===== config.mk =====
export PLATFORM = sky130hd
export DESIGN_NAME = swallow_divider
export DESIGN_NICKNAME = d
export VERILOG_FILES = /design/src/rtl/swd_pkg.sv /design/src/rtl/swd_check.sv /design/src/rtl/swd_prescaler.sv /design/src/rtl/swd_seq.sv /design/src/rtl/swallow_divider.sv
export SDC_FILE = /design/constraint.sdc
export NUM_CORES = 1
export LEC_CHECK = 0
export BUFFER_PORTS_ARGS = -buffer_cell sky130_fd_sc_hd__buf_2
export CAP_MARGIN = 20
export CORE_AREA = 4 4 55 81
export CTS_BUF_LIST = sky130_fd_sc_hd__clkbuf_8
export CTS_CLUSTER_SIZE = 30
export DETAILED_ROUTE_END_ITERATION = 10
export DIE_AREA = 0 0 59 85
export PLACE_DENSITY = 0.8
export SETUP_SLACK_MARGIN = 0.1
export SYNTH_ARGS = -nofsm -noshare
export SYNTH_HDL_FRONTEND = slang
export SYNTH_SLANG_ARGS = --single-unit

===== constraint.sdc =====
create_clock -name clk -period 2.4 [get_ports clk]
set_clock_uncertainty 0.1 [all_clocks]
set_input_delay 0.12 -clock clk [delete_from_list [all_inputs] [get_ports clk]]
set_output_delay 0.12 -clock clk [all_outputs]
set_load 0.02 [all_outputs]

===== src/rtl/swd_pkg.sv =====
package swd_pkg;
    typedef enum logic [1:0] {
        ST_IDLE    = 2'd0,
        ST_SWALLOW = 2'd1,
        ST_MAIN    = 2'd2,
        ST_HALT    = 2'd3
    } swd_state_e;
endpackage


===== src/rtl/swd_check.sv =====
module swd_check #(
    parameter int A_W      = 7,
    parameter int B_W      = 11,
    parameter bit NARROW_A = 1'b0
) (
    input  logic [A_W-1:0] a_raw,
    input  logic [B_W-1:0] b_raw,
    output logic [A_W-1:0] a_eff,
    output logic           legal
);
    localparam int NARROW_W = 4;
    localparam logic [B_W-1:0] B_MIN = B_W'(3);

    generate
        if (NARROW_A) begin : g_narrow
            logic unused_hi_bits;
            assign unused_hi_bits = ^a_raw[A_W-1:NARROW_W];
            assign a_eff = {{(A_W-NARROW_W){1'b0}}, a_raw[NARROW_W-1:0]};
        end else begin : g_full
            assign a_eff = a_raw;
        end
    endgenerate

    always_comb begin
        legal = (b_raw >= B_MIN) && (b_raw >= B_W'(a_eff));
    end
endmodule


===== src/rtl/swd_prescaler.sv =====
module swd_prescaler #(
    parameter int PC_W = 5
) (
    input  logic            clk,
    input  logic            rst_n,
    input  logic            clear,
    input  logic            hi_mod,
    input  logic [PC_W-1:0] p_lo,
    output logic            tick
);
    logic [PC_W-1:0] pcnt;
    logic [PC_W-1:0] last;

    always_comb begin
        last = hi_mod ? p_lo : (p_lo - PC_W'(1));
        tick = (pcnt == last);
    end

    always_ff @(posedge clk) begin
        if (!rst_n || clear || tick) begin
            pcnt <= '0;
        end else begin
            pcnt <= pcnt + PC_W'(1);
        end
    end
endmodule


===== src/rtl/swd_seq.sv =====
module swd_seq
    import swd_pkg::*;
#(
    parameter int A_W = 7,
    parameter int B_W = 11
) (
    input  logic           clk,
    input  logic           rst_n,
    input  logic           tick,
    input  logic           legal,
    input  logic [A_W-1:0] a_eff,
    input  logic [B_W-1:0] b_in,
    input  logic           sel_in,
    output swd_state_e     state,
    output logic           sel_q,
    output logic           running,
    output logic           load_evt,
    output logic           frame_end
);
    swd_state_e      state_nx;
    swd_state_e      entry_st;
    logic [A_W-1:0]  acnt;
    logic [B_W-1:0]  bcnt;

    always_comb begin
        running   = (state == ST_SWALLOW) || (state == ST_MAIN);
        frame_end = running && tick && (bcnt == B_W'(1));
        load_evt  = (state == ST_IDLE) || (state == ST_HALT) || frame_end;
        if (!legal)
            entry_st = ST_HALT;
        else if (a_eff != '0)
            entry_st = ST_SWALLOW;
        else
            entry_st = ST_MAIN;
    end

    always_comb begin
        state_nx = state;
        unique case (state)
            ST_IDLE:    state_nx = entry_st;
            ST_HALT:    state_nx = entry_st;
            ST_SWALLOW: begin
                if (frame_end)
                    state_nx = entry_st;
                else if (tick && (acnt == A_W'(1)))
                    state_nx = ST_MAIN;
            end
            ST_MAIN: begin
                if (frame_end)
                    state_nx = entry_st;
            end
        endcase
    end

    always_ff @(posedge clk) begin
        if (!rst_n) begin
            state <= ST_IDLE;
        end else begin
            state <= state_nx;
        end
    end

    always_ff @(posedge clk) begin
        if (!rst_n) begin
            acnt  <= '0;
            bcnt  <= '0;
            sel_q <= 1'b0;
        end else if (load_evt) begin
            acnt  <= a_eff;
            bcnt  <= b_in;
            sel_q <= sel_in;
        end else if (running && tick) begin
            bcnt <= bcnt - B_W'(1);
            if (state == ST_SWALLOW)
                acnt <= acnt - A_W'(1);
        end
    end
endmodule


===== src/rtl/swallow_divider.sv =====
module swallow_divider
    import swd_pkg::*;
#(
    parameter int A_W       = 7,
    parameter int B_W       = 11,
    parameter int P_LO_LOG2 = 3,
    parameter bit NARROW_A  = 1'b0
) (
    input  logic           clk,
    input  logic           rst_n,
    input  logic           div_sel,
    input  logic [A_W-1:0] swallow_a,
    input  logic [B_W-1:0] main_b,
    output logic           div_pulse,
    output logic           cfg_err
);
    localparam int PC_W = P_LO_LOG2 + 2;
    localparam logic [PC_W-1:0] P_SMALL = PC_W'(1) << P_LO_LOG2;
    localparam logic [PC_W-1:0] P_LARGE = PC_W'(1) << (P_LO_LOG2 + 1);

    logic           legal;
    logic [A_W-1:0] a_eff;
    logic           tick;
    logic           sel_q;
    logic           running;
    logic           load_evt;
    logic           frame_end;
    logic [PC_W-1:0] p_lo;
    swd_state_e     state;

    swd_check #(.A_W(A_W), .B_W(B_W), .NARROW_A(NARROW_A)) u_check (
        .a_raw (swallow_a),
        .b_raw (main_b),
        .a_eff (a_eff),
        .legal (legal)
    );

    assign p_lo = sel_q ? P_LARGE : P_SMALL;

    swd_prescaler #(.PC_W(PC_W)) u_presc (
        .clk    (clk),
        .rst_n  (rst_n),
        .clear  (!running || load_evt),
        .hi_mod (state == ST_SWALLOW),
        .p_lo   (p_lo),
        .tick   (tick)
    );

    swd_seq #(.A_W(A_W), .B_W(B_W)) u_seq (
        .clk       (clk),
        .rst_n     (rst_n),
        .tick      (tick),
        .legal     (legal),
        .a_eff     (a_eff),
        .b_in      (main_b),
        .sel_in    (div_sel),
        .state     (state),
        .sel_q     (sel_q),
        .running   (running),
        .load_evt  (load_evt),
        .frame_end (frame_end)
    );

    always_ff @(posedge clk) begin
        if (!rst_n) begin
            div_pulse <= 1'b0;
        end else begin
            div_pulse <= frame_end && legal;
        end
    end

    assign cfg_err = (state == ST_HALT);
endmodule


==> summary.md <==
| Metric | Value |
|---|---|
| Status | `finished, violations left` |
| Failing checks | `hold timing, setup timing` |
| Max Cap Viol | `0` |
| Synthesized net count | `264` |
| DRC viols | `0` |
| DRT iter0 DRCs | `150` |
| Top delay family on crit path | `compound AO/OA/AOI/OAI gates` |
| Maximum VDD drop | `0.712 mV` |
| Synth Register Bits | `27` |
| Most common flop cell mapped by yosys | `dfxtp_1` |
| # IOs | `23` |
| Via count of the first global-routing pass | `1,858` |
| Worst-path clk slew | `0.10 ns` |
| F_max | `0.407 GHz` |
| Post-synth top cells | `dfxtp_1 (27), a21oi_1 (20), nand2_1 (17)` |
| Post-DP HPWL | `4060 microns` |
| ANT nets after route | `0` |
| Clk root buf | `clkbuf_8` |
| Crit end category | `flop` |
| Worst path bufs/invs | `3` |
| RSZ-0062 raised after global routing | `true` |
| Largest stage delay on the critical path | `0.47 ns` |
| Global Route Usage Sum | `21.7%` |
| Critical path's slowest cell | `or4b_4` |
| Crit-path cells | `inv_2, ha_4, or4b_4, buf_4, a211oi_4, buf_12, o21a_1, nor2_1, a221o_1` |
| Via/cell ratio | `6.21` |
| Sequential fraction of the synthesis area | `29.7%` |
| Cell accounting for the most synthesized area | `dfxtp_1` |
| Global route total overflow | `0` |
| EDFF count, synth | `0` |
| Core area | `0.00372 sq mm` |
| WL per Instance | `18.2 microns` |
| Fin. Hold Viols | `1` |
| Post-synthesis cell count | `227` |
| Largest net degree at the start of global routing | `19` |
| First-pass GRT wire length | `8540 microns` |
| Area contributors post-synth | `dfxtp_1 (30%), ha_1 (11%), a21oi_1 (5.5%)` |
| Ys async rst share | `0%` |
| Netlist Area Pre-Place | `0.00182 sq mm` |
| Arrival time worst endpoint | `2.52 ns` |
| Worst-Margin Slew | `0.737 ns` |
| CP max FO | `7` |
| CP Launch Type | `flop` |
| Final Cycle Share | `102%` |
| Lkg Pwr | `1.04 nW` |
| Top-count cell post-synth | `dfxtp_1` |
| Via count | `1,988` |
| Die height | `85 microns` |
| YS warnings | `0` |
| Max-slew violations | `0` |
| Worst-case clock buffer depth | `2` |
| ANT cells | `0` |
| Starting density of the core | `49.0%` |
| Synth cell types | `52` |
| Worst slew margin | `50.4%` |
| Power density over the cells | `905 mW/mm^2` |
| Die area | `0.00502 sq mm` |
| Fillers | `297` |
| Post-synth top area share | `29.7%` |
| Worst-Skew Late Latency | `0.27 ns` |
| Layout Cells excl Fill | `320` |
| Layout area overhead | `33.9%` |
| # rows | `27` |
| Ratio of cells with drive above 1 in the final layout | `28.5%` |
| Setup violators final | `3` |
| RD Place Congestion | `0.942` |
| CTS Buf Count | `3` |
| Dpl cells | `305` |
| Final nets | `315` |
| DRT Pass-1 Iters | `4` |
| CTS tree | `yes` |
| CTS HTree Levels | `1` |
| Setup ws final | `-0.0565 ns` |
| Hold Slack | `-0.00762 ns` |
| # clock sinks | `27` |
| Syn Area/Cell | `8.02 sq um` |
| Die X | `59 microns` |
| Data required, critical path | `2.47 ns` |
| Hold Crit Class | `input port to flop` |
| Critical path type | `flop to flop` |
| Antenna violations before repair | `0` |
| Port bufs | `22` |
| Final period demand of the worst path | `2.46 ns` |
| Post-Route WL | `5810 microns` |
-- through the flow --
step	power, mW	setup slack [ns]	area (sq um)	TNS, ns	util [%]
after floorplan	1.31	0.145	1860	0	-
after global placement	1.66	0.0640	2160	0	58.0
after detailed placement	1.68	-0.0237	2160	-0.0237	58.0
after CTS	1.96	-0.0194	2250	-0.0194	60.5
after global routing	2.34	-0.114	2440	-0.436	65.6
final	2.21	-0.0565	2440	-0.0971	65.6
-- kinds of logic after synthesis --
kind of cell | synth area share, %
AOI/OAI and AO/OA | 27.5
xor gates and xnor gates | 2.89
adders and majority gates | 11.0
buffers and inverters | 5.15
DFF | 29.7
muxes | 1.10
and+or+nand+nor | 22.7
-- flip-flops by register name (all words and copies together) (netlist names) --
register / flops
u_seq.sel_q: 1
u_presc.pcnt: 5
u_seq.acnt: 7
div_pulse: 1
u_seq.bcnt: 11
u_seq.state: 2
-- power breakdown --
group	switching (mW)	internal (mW)	total, mW
clock network	0.152	0.115	0.267
logic	0.672	0.596	1.27
registers	0.116	0.555	0.671
-- area by class of cell --
type,count,area (sq um),share of cell area (%)
Multi-Input combinational cell,176,1340,55.0
Sequential cell,27,543,22.3
Timing Repair Buffer,54,395,16.2
Inverter,16,60.1,2.46
Tap cell,43,53.8,2.21
Clock buffer,3,41.3,1.69
Clock inverter,1,3.75,0.154
-- worst min-delay path: stages --
cell	delay, ns
buf_2	0.10
nand2_1	0.05
a21boi_1	0.05
-- metal layers --
layer  vias up  wire length (microns)  global-route usage, %
met1       922                   2110                   24.5
li1        956                      -                      -
met2        90                   3080                   38.8
met4         0                    262                   10.3
met5         -                      0                      0
met3        20                    366                   2.59
-- worst paths after layout --
path	from	to	slack, ns	depth (start not counted)
worst min register to register	u_seq.bcnt[3]$_SDFFE_PN0P_	u_seq.bcnt[3]$_SDFFE_PN0P_	0.42	2
worst max register to register	u_seq.state[1]$_SDFFE_PN0P_	u_seq.acnt[4]$_SDFFE_PN0P_	-0.06	9
worst min-delay path	div_sel	u_seq.sel_q$_SDFFE_PN0N_	-0.008	3
worst max-delay path	u_seq.state[1]$_SDFFE_PN0P_	u_seq.acnt[4]$_SDFFE_PN0P_	-0.06	9
-- repair_timing --
action,CTS,global route
endpoints found under the hold margin,3,0
pin swaps,1,9
setup endpoints to repair,9,19
gates resized for setup,4,26
hold buffers,3,0
gates cloned,0,1
buffers inserted,0,7
-- placed cells by master (no fill, tap or decap), types with 5 or more instances in the layout --
cell type / count
a21oi_1: 18
buf_2: 22
buf_4: 25
dfxtp_1: 25
ha_1: 14
inv_1: 15
nand2_1: 16
nand3_1: 9
nor2_1: 13
nor2b_1: 5
nor4_1: 8
o21ai_0: 9
o21ai_1: 5
(Power assumes the default switching activity.)
